===== src/rtl/byte_mem_pkg.sv =====
package byte_mem_pkg;
    localparam int WORD_W = 32;
    localparam int LANES  = WORD_W / 8;
    localparam int OFF_W  = $clog2(LANES);

    typedef enum logic [1:0] {
        ACC_RD_WORD  = 2'b00,
        ACC_ST_BYTE  = 2'b01,
        ACC_ST_HALF  = 2'b10,
        ACC_ST_WORD  = 2'b11
    } acc_mode_e;
endpackage


===== src/rtl/byte_mem_align.sv =====
module byte_mem_align
    import byte_mem_pkg::*;
(
    input  logic             en,
    input  acc_mode_e        mode,
    input  logic [OFF_W-1:0] off,
    output logic             err,
    output logic             st_go,
    output logic             rd_go
);
    logic bad_d;

    always_comb begin
        unique case (mode)
            ACC_ST_BYTE: bad_d = 1'b0;
            ACC_ST_HALF: bad_d = off[0];
            default:     bad_d = (off != '0);
        endcase
        err   = en && bad_d;
        st_go = en && !bad_d && (mode != ACC_RD_WORD);
        rd_go = en && !bad_d && (mode == ACC_RD_WORD);
    end
endmodule


===== src/rtl/byte_mem_steer.sv =====
module byte_mem_steer
    import byte_mem_pkg::*;
(
    input  acc_mode_e         mode,
    input  logic [OFF_W-1:0]  off,
    input  logic [WORD_W-1:0] din,
    output logic [LANES-1:0]  lane_en,
    output logic [WORD_W-1:0] lane_data
);
    // Lane k holds byte offset k, placed at bits [8*(LANES-1-k) +: 8].
    for (genvar k = 0; k < LANES; k++) begin : g_lane
        localparam int HI = 8 * (LANES - 1 - k);
        always_comb begin
            unique case (mode)
                ACC_ST_BYTE: begin
                    lane_en[k]           = (off == OFF_W'(k));
                    lane_data[HI +: 8]   = din[7:0];
                end
                ACC_ST_HALF: begin
                    lane_en[k]           = (off[OFF_W-1:1] == (OFF_W-1)'(k >> 1));
                    lane_data[HI +: 8]   = (k % 2 == 0) ? din[15:8] : din[7:0];
                end
                ACC_ST_WORD: begin
                    lane_en[k]           = 1'b1;
                    lane_data[HI +: 8]   = din[HI +: 8];
                end
                default: begin
                    lane_en[k]           = 1'b0;
                    lane_data[HI +: 8]   = 8'h00;
                end
            endcase
        end
    end
endmodule


===== src/rtl/byte_mem.sv =====
module byte_mem
    import byte_mem_pkg::*;
#(
    parameter int DEPTH = 64
) (
    input  logic        clk,
    input  logic        rst_n,
    input  logic        en,
    input  logic [1:0]  mode,
    input  logic [31:0] addr,
    input  logic [31:0] wdata,
    output logic [31:0] rdata,
    output logic        misalign
);
    localparam int IDX_W = $clog2(DEPTH);

    typedef struct packed {
        logic [DEPTH-1:0][WORD_W-1:0] mem;
    } st_t;

    st_t st_d, st_q;

    acc_mode_e         mode_e;
    logic [OFF_W-1:0]  off;
    logic [IDX_W-1:0]  idx;
    logic              st_go, rd_go;
    logic [LANES-1:0]  lane_en;
    logic [WORD_W-1:0] lane_data;
    logic              unused_hi;

    assign mode_e    = acc_mode_e'(mode);
    assign off       = addr[OFF_W-1:0];
    assign idx       = addr[IDX_W+OFF_W-1:OFF_W];
    assign unused_hi = ^addr[31:IDX_W+OFF_W];

    byte_mem_align u_align (
        .en    (en),
        .mode  (mode_e),
        .off   (off),
        .err   (misalign),
        .st_go (st_go),
        .rd_go (rd_go)
    );

    byte_mem_steer u_steer (
        .mode      (mode_e),
        .off       (off),
        .din       (wdata),
        .lane_en   (lane_en),
        .lane_data (lane_data)
    );

    always_comb begin
        st_d = st_q;
        if (st_go) begin
            for (int k = 0; k < LANES; k++) begin
                if (lane_en[k]) begin
                    st_d.mem[idx][8*(LANES-1-k) +: 8] = lane_data[8*(LANES-1-k) +: 8];
                end
            end
        end
        rdata = rd_go ? st_q.mem[idx] : '0;
    end

    always_ff @(posedge clk) begin
        if (!rst_n) st_q <= '0;
        else        st_q <= st_d;
    end

    // a disabled cycle is silent on both outputs
    a_r2_idle_quiet: assert property (@(posedge clk) disable iff (!rst_n)
        !en |-> (rdata == '0) && !misalign);
    // a disabled cycle leaves storage alone
    a_r2_idle_hold: assert property (@(posedge clk) disable iff (!rst_n)
        !en |=> $stable(st_q.mem));
    // reads never modify storage
    a_r3_read_hold: assert property (@(posedge clk) disable iff (!rst_n)
        en && mode_e == ACC_RD_WORD |=> $stable(st_q.mem));
    // a byte store touches exactly one lane
    a_r4_one_lane: assert property (@(posedge clk) disable iff (!rst_n)
        en && mode_e == ACC_ST_BYTE |-> $countones(lane_en) == 1);
    // an aligned halfword store touches exactly two lanes
    a_r5_two_lanes: assert property (@(posedge clk) disable iff (!rst_n)
        en && mode_e == ACC_ST_HALF && !misalign |-> $countones(lane_en) == 2);
    // an aligned word store lands whole
    a_r6_word_lands: assert property (@(posedge clk) disable iff (!rst_n)
        en && mode_e == ACC_ST_WORD && !misalign |=> st_q.mem[$past(idx)] == $past(wdata));
    // a misaligned access changes nothing
    a_r7_err_hold: assert property (@(posedge clk) disable iff (!rst_n)
        misalign |=> $stable(st_q.mem));
    // misaligned reads return zero
    a_r7_err_zero: assert property (@(posedge clk) disable iff (!rst_n)
        misalign |-> rdata == '0);
    // byte stores are never misaligned
    a_r9_byte_ok: assert property (@(posedge clk) disable iff (!rst_n)
        en && mode_e == ACC_ST_BYTE |-> !misalign);
endmodule


===== config.mk =====
export PLATFORM = sky130hd
export DESIGN_NAME = byte_mem
export DESIGN_NICKNAME = d
export VERILOG_FILES = /design/src/rtl/byte_mem_pkg.sv /design/src/rtl/byte_mem_align.sv /design/src/rtl/byte_mem_steer.sv /design/src/rtl/byte_mem.sv
export SDC_FILE = /design/constraint.sdc
export NUM_CORES = 2
export LEC_CHECK = 0
export BUFFER_PORTS_ARGS = -buffer_cell sky130_fd_sc_hd__buf_2
export CAP_MARGIN = 20
export CORE_ASPECT_RATIO = 0.9
export CORE_MARGIN = 5
export CORE_UTILIZATION = 35
export DETAILED_ROUTE_END_ITERATION = 8
export PLACE_DENSITY_LB_ADDON = 0.25
export REMOVE_ABC_BUFFERS = 1
export SETUP_SLACK_MARGIN = 0.1
export SLEW_MARGIN = 20
export SYNTH_ARGS = -nofsm -noshare
export SYNTH_HDL_FRONTEND = slang
export SYNTH_SLANG_ARGS = --single-unit

===== constraint.sdc =====
create_clock -name clk -period 6 [get_ports clk]
set_input_delay 0.6 -clock clk [delete_from_list [all_inputs] [get_ports clk]]
set_output_delay 0.6 -clock clk [all_outputs]
set_load 0.05 [all_outputs]

* After elaboration in Yosys (flattened, before gate mapping)
Index checks and enable logic that the tools add are counted.
W data, S select, Z words.
** Storage, ports and cells
- Flip-flop bits (word level) :: 2048
- Input port bits :: 69
- Logic and storage cells :: 117
** Operators by class
- Bitwise logic cells :: 1
- Reduce and logical (&&, ||, !) cells :: 13
- Equal/unequal tests :: 6
- $lt $le $gt $ge :: 2
- Mux-type cells :: 31
** Operators by type and width (number)
- $mux W2048 :: 7
- $bwmux W2048 :: 4
- $demux W32 S6 :: 4
- $bmux W32 S6 :: 1
- $mux W32 :: 3
- $pmux W8 S2 :: 2
- $mux W24 :: 1
- $pmux W8 S3 :: 1
- $mux W16 :: 1
- $mux W8 :: 2
- $pmux W1 S3 :: 4
- $eq A2 B2 Y1 const B :: 4
- $lt A6 B7 Y1 const B :: 1
- $ge A6 B1 Y1 const B :: 1
- $logic_and A1 B1 Y1 :: 5
- $eq A2 B1 Y1 const B :: 2
- $logic_not A2 Y1 :: 2
- $reduce_bool A2 Y1 :: 2
- $reduce_or A2 Y1 :: 2
- $reduce_or A3 Y1 :: 1
- $pmux W1 S2 :: 1
- $logic_not A1 Y1 :: 1
- $not A1 Y1 :: 1

* Logic depth before layout (Yosys ltp)
- Depth in word-level cells :: 15
- Gate-level depth with buffers :: 13

* Modules after synthesis
A second synthesis with hierarchy kept.
** Second synthesis, totals
- Cell total of the unflattened synthesis :: 11890
- Area, all modules :: 96363.7 um2
** Modules (own cells, without submodules)
- byte_mem :: times used 1, area an instance 95735.6 um2, seq. area each 40999.3 um2, cells an instance 11788
- byte_mem_steer :: times used 1, area an instance 550.5 um2, seq. area each 0.0 um2, cells an instance 91
- byte_mem_align :: times used 1, area an instance 77.6 um2, seq. area each 0.0 um2, cells an instance 11

* Worst setup path before layout
OpenSTA, ideal clock, no wires.
- Kind :: input to output
- Start point :: input addr[2]
- End point :: output rdata[11]
- Setup slack :: 2.470 ns
- Required time :: 5.400 ns
- Cell stages on the path :: 10
- Data arrival time :: 2.930 ns
- Path buffers :: 5
- Cell sequence :: buf_2 nor2b_1 buf_2 buf_2 buf_2 buf_1 a221oi_1 o22ai_1 a22oi_1 a31oi_1
** Between the ends
- Cells in the longest elaborated chain, start to end :: 3
** RTL lines
- start, declared :: RTL line byte_mem.sv:10 : input logic [31:0] addr,
- $bmux W32 S6 :: RTL line byte_mem.sv:62 : rdata = rd_go ? st_q.mem[idx] : '0;
- $mux W32 (implied by the code) :: RTL line byte_mem.sv:62
- $mux W32 :: RTL line byte_mem.sv:62
- end, declared :: RTL line byte_mem.sv:12 : output logic [31:0] rdata,
Every way passes these cells. The select of a mux whose other input is x is not followed.

* Final worst setup path
- Start point :: input addr[2]
- End point :: output rdata[2]
The elaborated chain is that of the path after synthesis.

==> impl_metrics.ini <==
[cts]
cts_repair_resize_count = 0
clockBufferDepth = 4
htree_levels = 4
cts_setup_buffers = 0
cts_hold_buf = 0
cts_tree = done
cts_made_buffers = 211
clk_pin_slew_ns = 0.06
cts-root-buf = clkbuf_16
clock-sinks = 2048
clock_latency_ns = 0.83

[yosys]
yosysWarnings = 0
ys.flop_type = dfxtp_1
synthArstFlopShare_pct = 0
synth_area_um2 = 95200
synth-seq-cells = 2048
seq_area_frac_synth_pct = 43.1
avgSynthCellArea_um2 = 9.87
yosysUniqueCellTypes = 67
synthCells = 9643
synth_edf_count = 0

[die]
die_area_um2 = 283000
ioPinCount = 102
fp.dieH_um = 505
rows = 181
core_um2 = 270000
start_util_pct = 35.2
dieWidth_um = 560

[worst_hold_path]
hold_depth = 3
holdCritStartpoint = wdata[0]
holdCritPathClass = in2reg
min_to = st_q[1792]

[final_layout]
final_layout_size_suffix_gt1_share_pct = 10.4
top_regs = st_q: 2048 flops
nets = 9329
final_util_pct = 39.3
area_delta_synth_final_pct = 11.5
layout_common_cells = 2,048 x dfxtp_1, 1,758 x mux2i_1, 1,689 x nor2b_1
final_cells = 12989
largest_reg_flops = 2048
layout_commonest_cell = dfxtp_1
multi_input_area_um2 = 50800
largest-register = st_q
regArea_um2 = 41000
n_fill_cell = 26365

[global_routing]
grtUsageTotal_pct = 23.7
grt_pass1_vias = 73962
grt_pass1_wl_um = 513000
grt_max_degree = 278
antenna_found_initial = 18
overflow = 0

[worst_setup_path]
path_max_fanout = 46
criticalPathCategory = in2out
slowest_stage = and2_4
r2r_start = st_q[1795]
critPathMaxStageDelay_ns = 0.79
critPathLaunchType = primary input
reg2reg_to = st_q[1795]
endpoint_kind = output port
crit_path_cell_trace = buf_6 -> and2_4 -> buf_12 -> buf_4 -> a221oi_1 -> nor2_1 -> o21ai_0 -> and4_1 -> a31oi_1 -> buf_2
arrival_ns = 4.42
reg2reg_depth = 2
r2r_setup_slack_ns = 5.23
cp.required_ns = 5.40

[detailed_routing]
viasPerCell = 5.79
antenna_left = 0
totalWireLength_um = 352000
first_iter_violations = 7320
wl_per_cell_um = 27.1
num_vias = 75253
drc = 0
drt_pass1_iterations = 7

[pwr]
p_int_mw = 22.0
p_leak_nw = 39.3
power_frac_seq_pct = 46.0
power_frac_comb_pct = 8.5
switching_power_mw = 7.55
power.density_nw_per_um2 = 279
p_total_mw = 29.6
p_clk_share_pct = 45.6
swShare_pct = 25.5
ir_drop_v = 0.000260

[run]
drv_cap = 0

[sta]
rsz0062_at_grt = no
setup_ws_ns = 0.976
fmax_mhz = 199
maxSlewViolCount = 0
final-setup-viol-count = 0
finalCritPeriodShare_pct = 83.7
max_slew_margin_pct = 19.4
worst_pin_slew_ns = 1.21
hold_viol_final = 0
clock_skew_ns = 0
whs_ns = 0.250
post-route-min-period_ns = 5.02

[placement]
pre_cts_ws_ns = 1.05
place.gp.congestion = 0.839
portBuffers = 77
dp_hpwl_um = 212000
place_inst = 12611

[run_status]
status = complete, no violations
[cell type report]
type / count / share of cell area [%]
diodes: 5 / 0.0118
clock buffers: 322 / 6.05
clock inverters: 51 / 0.514
inverters: 11 / 0.0554
multi-input cells: 6679 / 47.9
flip-flops and latches: 2048 / 38.6
well taps: 3568 / 4.20
repair buffers: 305 / 2.69
[stage by stage]
step / setup TNS [ns] / area [um2]
finish: 0 / 106000
global route: 0 / 106000
CTS: 0 / 106000
detailed placement: 0 / 99200
global placement: 0 / 99200
floorplan: -3902.44 / 91400
[power groups by stage]
stage | clock network, mW | registers (mW) | logic (mW)
4_1_cts | 13.7 | 13.6 | 2.46
2_1_floorplan | 0 | 13.9 | 1.06
3_5_place_dp | 0 | 13.9 | 2.46
5_1_grt | 14.2 | 13.6 | 2.57
6_report | 13.5 | 13.6 | 2.51
3_3_place_gp | 0 | 13.9 | 2.44
[per-layer routing]
layer  global-route usage (%)  wire length, um
met5                        0               10
met4                     9.49            15200
met3                     4.21            26100
met2                     36.5           154000
met1                     32.8           156000
[worst max path at each step]
stage | startpoint | to | slack [ns] | depth (start not counted)
floorplan | addr[4] | st_q[1151] | -4.62 | 6
global placement | addr[2] | rdata[18] | 0.95 | 9
detailed placement | addr[2] | rdata[3] | 1.05 | 9
CTS | addr[2] | rdata[3] | 1.05 | 9
global route | addr[2] | rdata[3] | 0.99 | 9
finish | addr[2] | rdata[2] | 0.98 | 10
[kinds of logic (layout without fill, tap and decap cells)]
logic type | count (synthesis) | after routing | share of synthesized area (%)
AO/OA/AOI/OAI | 1939 | 1939 | 15.1
adder cells (fa/ha/maj) | 4 | 4 | 0.0526
buffers and inverters | 916 | 689 | 4.00
flip-flops | 2048 | 2048 | 43.1
multiplexers | 1878 | 1878 | 20.0
other | 0 | 5 | 0
AND/OR/NAND/NOR | 2858 | 2858 | 17.7
[cell usage after synthesis (all sizes together) (9+ instances only)]
| cell type | instances | area, um2 |
|---|---|---|
| inv | 11 | 41.3 |
| o22ai | 92 | 576 |
| and4 | 9 | 78.8 |
| o21ai | 384 | 1920 |
| a21boi | 364 | 2730 |
| o22a | 20 | 175 |
| dfxtp | 2048 | 41000 |
| nand3 | 243 | 1250 |
| a21oi | 83 | 415 |
| a22o | 39 | 342 |
| o221ai | 11 | 96.3 |
| nor2 | 331 | 1710 |
| mux2i | 1758 | 17600 |
| nand2 | 457 | 1750 |
| a222oi | 11 | 110 |
| a31oi | 19 | 119 |
| a22oi | 116 | 871 |
| buf | 271 | 1390 |
| mux2 | 110 | 1240 |
| nor2b | 1703 | 10700 |
| o31a | 12 | 105 |
| nor3 | 76 | 1160 |
| mux4 | 10 | 225 |
| a221oi | 720 | 6310 |
| o2bb2ai | 12 | 105 |
| clkbuf | 634 | 2380 |
| a221o | 26 | 260 |
[worst max-delay path: cells and delay by family]
kind	cells	cell delay (ns)
AND/OR/NAND/NOR	3	1.27
AO/OA/AOI/OAI	3	0.86
buffers and inverters	4	1.42
(Power assumes the default switching activity.)
